<file path="config.mk">
export PLATFORM = sky130hd
export DESIGN_NAME = sram_wait_ctrl
export DESIGN_NICKNAME = d
export VERILOG_FILES = /design/src/rtl/sram_wait_ctrl.sv
export SDC_FILE = /design/constraint.sdc
export NUM_CORES = 1
export LEC_CHECK = 0
export CAP_MARGIN = 5
export CORE_MARGIN = 4
export CORE_UTILIZATION = 25
export DETAILED_ROUTE_END_ITERATION = 7
export DONT_BUFFER_PORTS = 1
export PLACE_DENSITY = 0.43
export REMOVE_ABC_BUFFERS = 1
export SYNTH_ARGS = -nofsm -noshare
export SYNTH_HDL_FRONTEND = slang
export SYNTH_SLANG_ARGS = --single-unit
</file>
<file path="constraint.sdc">
create_clock -name clk -period 4.65 [get_ports clk]
set_input_delay 0.2325 -clock clk [delete_from_list [all_inputs] [get_ports clk]]
set_output_delay 0.2325 -clock clk [all_outputs]
set_load 0.01 [all_outputs]
</file>
<file path="src/rtl/sram_wait_ctrl.sv">
module sram_wait_ctrl #(
  parameter int LANES  = 2,
  parameter int WAIT_W = 4
) (
  input  logic              clk,
  input  logic              rst_n,
  input  logic [1:0]        clk_ratio,
  input  logic              req_valid,
  input  logic              req_write,
  input  logic [LANES-1:0]  req_be,
  input  logic [WAIT_W-1:0] opt_wait,
  input  logic              opt_relax,
  input  logic              opt_ack_ext,
  input  logic              opt_early,
  input  logic              ext_ack,
  output logic              cs_n,
  output logic              oe_n,
  output logic [LANES-1:0]  we_n,
  output logic              done
);
  localparam int REM_W = WAIT_W + 1;

  typedef enum logic [1:0] {S_IDLE, S_ADDR, S_STRB, S_DONE} state_t;

  state_t             state;
  logic [2:0]         tick, last_tick;
  logic [REM_W-1:0]   rem;
  logic               wr, ack_ext, early;
  logic [LANES-1:0]   be;

  logic       bus_end, cut, strobe_on;
  logic [2:0] cut_at;

  assign bus_end   = (tick == last_tick);
  assign cut_at    = last_tick - (last_tick >> 2);
  assign cut       = early && (rem == '0) && (tick >= cut_at);
  assign strobe_on = (state == S_STRB) && !cut;

  assign cs_n = !((state == S_ADDR) || (state == S_STRB));
  assign oe_n = !(strobe_on && !wr);
  assign we_n = ~({LANES{strobe_on && wr}} & be);
  assign done = (state == S_DONE);

  function automatic logic [2:0] ratio_last(input logic [1:0] r);
    case (r)
      2'd0:    return 3'd1;
      2'd1:    return 3'd3;
      default: return 3'd7;
    endcase
  endfunction

  always_ff @(posedge clk or negedge rst_n) begin
    if (!rst_n) begin
      state     <= S_IDLE;
      tick      <= '0;
      last_tick <= 3'd1;
      rem       <= '0;
      wr        <= 1'b0;
      ack_ext   <= 1'b0;
      early     <= 1'b0;
      be        <= '0;
    end else begin
      if (state == S_IDLE) begin
        tick <= '0;
        if (req_valid) begin
          state     <= S_ADDR;
          last_tick <= ratio_last(clk_ratio);
          rem       <= opt_relax ? {opt_wait, 1'b0} : {1'b0, opt_wait};
          wr        <= req_write;
          be        <= req_be;
          ack_ext   <= opt_ack_ext;
          early     <= opt_early && (clk_ratio != 2'd0);
        end
      end else begin
        tick <= bus_end ? 3'd0 : tick + 3'd1;
        if (bus_end) begin
          case (state)
            S_ADDR: state <= S_STRB;
            S_STRB: begin
              if (rem == '0)
                state <= S_DONE;
              else if (ack_ext && ext_ack && rem >= REM_W'(2)) begin
                state <= S_DONE;
                rem   <= '1;
              end else
                rem <= rem - REM_W'(1);
            end
            default: state <= S_IDLE;
          endcase
        end
      end
    end
  end
endmodule

</file>
==> After elaboration in Yosys (flattened, before gate mapping) <==
Cells that the tools add are included.
{ "classes": {"n_addsub": 3, "magnitude_cmp": 2, "n_eq_ne": 8, "muxes": 16, "bitwise": 2, "n_reduce_logical": 22} }
{ "op_table": {"columns": ["operator", "count"], "rows": [
  ["5-bit two-way mux", 7],
  ["2-bit two-way mux", 5],
  ["1-bit logical AND", 8],
  ["3-bit two-way mux", 2],
  ["3-bit one-hot mux with 2 select lines", 1],
  ["2-bit nonzero test", 3],
  ["5-bit by 2-bit >= comparator with 1-bit output, second input constant", 1],
  ["5-bit logical NOT", 1],
  ["5-bit by 1-bit subtractor with 5-bit output, second input constant", 1],
  ["2-bit by 1-bit equality test with 1-bit output, second input constant", 2],
  ["2-bit equality test, second input constant", 2],
  ["1-bit logical NOT", 4],
  ["2-bit logical NOT", 2],
  ["2-bit inequality test, second input constant", 2],
  ["4-bit by 1-bit inequality test with 1-bit output, second input constant", 1],
  ["2-bit one-hot mux with 2 select lines", 1],
  ["4-bit AND reduction", 1],
  ["3-bit by 1-bit adder with 3-bit output, second input constant", 1],
  ["3-bit equality test", 1],
  ["3-bit >= comparator", 1],
  ["3-bit AND reduction", 1],
  ["3-bit by 1-bit subtractor with 3-bit output", 1],
  ["2-bit bitwise AND", 1],
  ["2-bit NOT", 1],
  ["other kinds (2)", 2]
]} }
{ "totals": {"regBits": 18, "in_bits": 16, "out_inout_bits": 5, "elab_cells": 61} }

==> Longest topological paths before layout <==
{ "depth": {"depth_word": 8, "depth_mapped": 7, "mapped_depth_nobuf": 6} }

==> Least setup slack after synthesis <==
No wires, ideal clock.
{ "synth_path": {"path_type": "reg2out", "start": "register tick[0]", "end": "output port we_n[0]", "t_arrival_ns": 1.390, "required_time_ns": 4.418, "setup_slack_ns": 3.028, "stages_incl_launch_ff": 7, "path_buffers": 0, "path_cell_list": "dfrtp_1 > inv_1 > ha_1 > nand2b_1 > a21o_1 > a21oi_1 > o2111ai_1"} }
{ "synth_via": {"elab_chain_cells": 7} }
{ "synth_lines": {"columns": ["item", "line_no", "rtl"], "rows": [
  ["start, declared", "26", "logic [2:0] tick, last_tick;"],
  ["start signal, assigned", "75", "tick <= bus_end ? 3'd0 : tick + 3'd1;"],
  ["3-bit >= comparator", "36", "assign cut = early && (rem == '0) && (tick >= cut_at);"],
  ["1-bit logical AND", "36", null],
  ["1-bit logical NOT", "37", "assign strobe_on = (state == S_STRB) && !cut;"],
  ["1-bit logical AND", "37", null],
  ["1-bit logical AND", "41", "assign we_n = ~({LANES{strobe_on && wr}} & be);"],
  ["2-bit bitwise AND", "41", null],
  ["2-bit NOT", "41", null],
  ["end, declared", "18", "output logic [LANES-1:0] we_n,"]
]} }
No other way between the ends.

==> Worst setup path after layout <==
{ "layout_path": {"start": "register state[0]", "end": "register rem[2]"} }
{ "layout_via": {"elab_chain_cells": 3, "elab_cells_between_ends": 8, "classes_between": "3 x eq/ne; 1 x mux; 4 x reduce/logical"} }
{ "layout_lines": {"columns": ["item", "line_no", "rtl"], "rows": [
  ["start, declared", "25", "state_t state;"],
  ["start signal, assigned", "54", "state <= S_IDLE;"],
  ["start signal, assigned", "66", "state <= S_ADDR;"],
  ["start signal, assigned", "78", "S_ADDR: state <= S_STRB;"],
  ["2-bit logical NOT or 2-bit equality test (tied branches)", "63, 77", null],
  ["2-bit inequality test (no line) or 2-bit nonzero test (tied branches)", null, null],
  ["4-bit AND reduction (no line)", null, null],
  ["end signal, assigned", "68", "rem <= opt_relax ? {opt_wait, 1'b0} : {1'b0, opt_wait};"],
  ["end signal, assigned", "86", "rem <= rem - REM_W'(1);"],
  ["end, declared", "27", "logic [REM_W-1:0] rem;"]
]} }
Several ways; a longest one is shown, not always the timed one.
A chain may end at the register's enable or synchronous reset.

==> impl_metrics.tcl <==
set metrics [dict create \
    reg2reg_from "state[0]" \
    fin_ws_ns 2.40 \
    final.min_clock_period_ns 2.25 \
    comb_power_share_pct 52.2 \
    tightestPinTransition_ns 0.786 \
    synthesis.yosys.warnings 0 \
    synth_async_sr_flop_share_pct 100 \
    timing.slew.headroom_pct 47.4 \
    start_util_pct 26.6 \
    cts_sinks 17 \
    insertion_delay_ns 0.25 \
    fin_crit_sh_pct 48.4 \
    synthesis.instances 112 \
    ff2ff_path_depth 6 \
    layout.area.seq_sq_um 425 \
    std_cell_rows 23 \
    layout-drive-gt1-share_pct 13.2 \
    cts.reportedPaths.clkPinSlew_ns 0.07 \
    place.port_buffers 0 \
    place_congestion 0.794 \
    maximum_number_of_pins_on_one_net_before_global_route_repair 18 \
    skew_ns 0.00407 \
    hold_buf_count_cts 1 \
    worstHoldEndpoint "ack_ext" \
    total_inserted_antenna_cells 0 \
    timing.critical_path.from_type "flip-flop" \
    ant_nets 0 \
    cell_types_occupying_the_most_area_after_synthesis "dfrtp_1, ha_1, mux2_2, inv_1, o2111ai_1" \
    antenna_found_initial 0 \
    vias 823 \
    vdd.ir_drop.worst_mv 0.236 \
    clock_buffer_depth 2 \
    synthToLayoutAreaGrowth_pct 9.52 \
    synth.yosys.seq_area_share_pct 38.5 \
    power_leakage_nw 0.545 \
    ys_seq_elements 17 \
    root_buffer "clkbuf_8" \
    final_cell_area_sq_um 1210 \
    synth_top_cells_by_count "dfrtp_1, inv_1, ha_1" \
    first_global_vias 831 \
    dp_worst_setup_slack_ns 2.41 \
    yosys.area.top_type "dfrtp_1" \
    die_area_sq_um 5540 \
    critical_path.max_fanout 14 \
    yosysMostFrequentCell "dfrtp_1" \
    ys_types 32 \
    maxCapViolCount 0 \
    detail_route.vias_per_cell 5.02 \
    place.detailed.hpwl_um 1830 \
    max_freq_ghz 0.445 \
    timing.final.setup_violations 0 \
    postPlaceCellArea_sq_um 1150 \
    critical_path_required_ns 4.82 \
    critical_path_class "flip-flop to flip-flop" \
    status "finished, final reports clean" \
    ys.flop_type "dfrtp_1" \
    overflow 0 \
    drtIter0Drc 18 \
    wire_length_reported_by_the_detailed_router_um 2400 \
    gr-usage-all-layers_pct 9.33 \
    share_seq_of_total_power_pct 34.3 \
    grt_setup_unrepaired "no" \
    die_w_um 74.4 \
    end_kind "flip-flop" \
    ios 21 \
    hold_path.class "input pin to flip-flop" \
    synth_top_area_share_pct 38.5 \
    dieHeight_um 74.4 \
    r2r-end "rem[2]" \
    final.setup.tns_ns 0 \
    num-fill-cells 441 \
    wl_per_cell_um 14.6 \
    switching_share_pct 44.2 \
    dr.pass1.iters 4 \
    final_net_count 142 \
    remaining_drc_errors 0 \
    core_area_sq_um 4140 \
    post_cts.resized_instances 0 \
    synth_edf_count 0 \
    setup.reg_to_reg.worst_slack_ns 2.40 \
    finalHoldWorstSlack_ns 0.125 \
    grt_pass1_wl_um 3930 \
    worst-endpoint-arrival_ns 2.42 \
    switching_power_uw 365 \
    p_int_uw 461 \
    hold_start "opt_ack_ext" \
    finalHoldViolCount 0 \
    maxSlewViolCount 0 \
    tritoncts "built" \
    multiInputGateArea_sq_um 617 \
    holdPathStages 1 \
    powerDensity_nw_per_um2 684 \
    post_cts_buffers 0 \
    h-tree-depth 1 \
    power_frac_clock_pct 13.6 \
    synth.cell_area_sq_um 1100 \
    cts_inserted_buffers 3 \
    avg_cell_area_syn_sq_um 9.85 \
]
==> registers in the layout (all words and copies together) (netlist names) <==
| register | flops |
|---|---|
| ack_ext | 1 |
| be | 2 |
| early | 1 |
| last_tick | 2 |
| rem | 5 |
| state | 2 |
| tick | 3 |
| wr | 1 |
==> logic make-up (layout without fill, tap and decap cells) <==
logic type | count (synthesis) | count (layout) | synth area share [%]
adder cells (fa/ha/maj) | 11 | 11 | 12.5
multiplexers | 8 | 8 | 7.82
flip-flops | 17 | 17 | 38.5
XOR/XNOR | 1 | 1 | 0.794
buffers and inverters | 16 | 18 | 5.56
AND/OR/NAND/NOR | 31 | 31 | 15.2
AO/OA/AOI/OAI | 28 | 28 | 19.6
==> placed cells by master, fill, tap and decap left out, types with 3 or more instances in the layout <==
cell	n
dfrtp_1	17
inv_1	13
nor3_1	5
a21oi_1	3
o21ai_0	6
nand2b_1	4
ha_1	11
o2111ai_1	4
nand2_1	8
mux2_2	5
nor2_1	5
clkbuf_8	3
nor2b_1	3
mux2i_1	3
==> cell type report <==
cell class / count / share of cell area [%]
sequential: 17 / 35.2
inverter: 13 / 4.04
timing repair buffer: 1 / 0.828
tap: 50 / 5.18
multi-input combinational: 79 / 51.0
clock buffer: 4 / 3.73
==> routing by layer <==
| metal | share of wire (%) | vias to the layer above | global-route usage, % |
|---|---|---|---|
| met4 | 0.71 | 0 | 2.37 |
| met3 | 7.3 | 2 | 3.38 |
| met1 | 49 | 395 | 12.2 |
| met5 | 0 | - | 0 |
| li1 | - | 404 | - |
| met2 | 43 | 22 | 14.6 |
==> how the worst max path moves through the flow <==
stage,to,slack [ns],from
after detailed placement,rem[2],2.41,state[0]
after global routing,rem[2],2.23,state[0]
after CTS,rem[2],2.39,state[0]
after floorplan,rem[2],2.91,state[0]
final,rem[2],2.40,state[0]
after global placement,rem[3],2.55,state[0]
==> per-stage QoR <==
| stage | cells | utilization (%) | power (mW) |
|---|---|---|---|
| after floorplan | 109 | - | 0.610 |
| after global placement | 159 | 27.8 | 0.701 |
| after detailed placement | 159 | 27.8 | 0.714 |
| after CTS | 164 | 29.2 | 0.837 |
| after global routing | 164 | 29.2 | 0.900 |
| final | 164 | 29.2 | 0.826 |
==> power by group through the flow <==
| stage | Combinational, mW | Sequential, mW | Clock, mW |
|---|---|---|---|
| 2_1_floorplan | 0.342 | 0.268 | 0 |
| 3_3_place_gp | 0.417 | 0.284 | 0 |
| 3_5_place_dp | 0.429 | 0.285 | 0 |
| 4_1_cts | 0.436 | 0.282 | 0.119 |
| 5_1_grt | 0.483 | 0.293 | 0.124 |
| 6_report | 0.431 | 0.283 | 0.112 |
==> critical path, stage by stage (launching register included) <==
cell and delay [ns]:
dfrtp_1 0.38, inv_1 0.12, ha_1 0.48, nand2_1 0.48, o21ai_2 0.30, o311ai_1 0.18
a211oi_2 0.23
(Power assumes the default switching activity.)
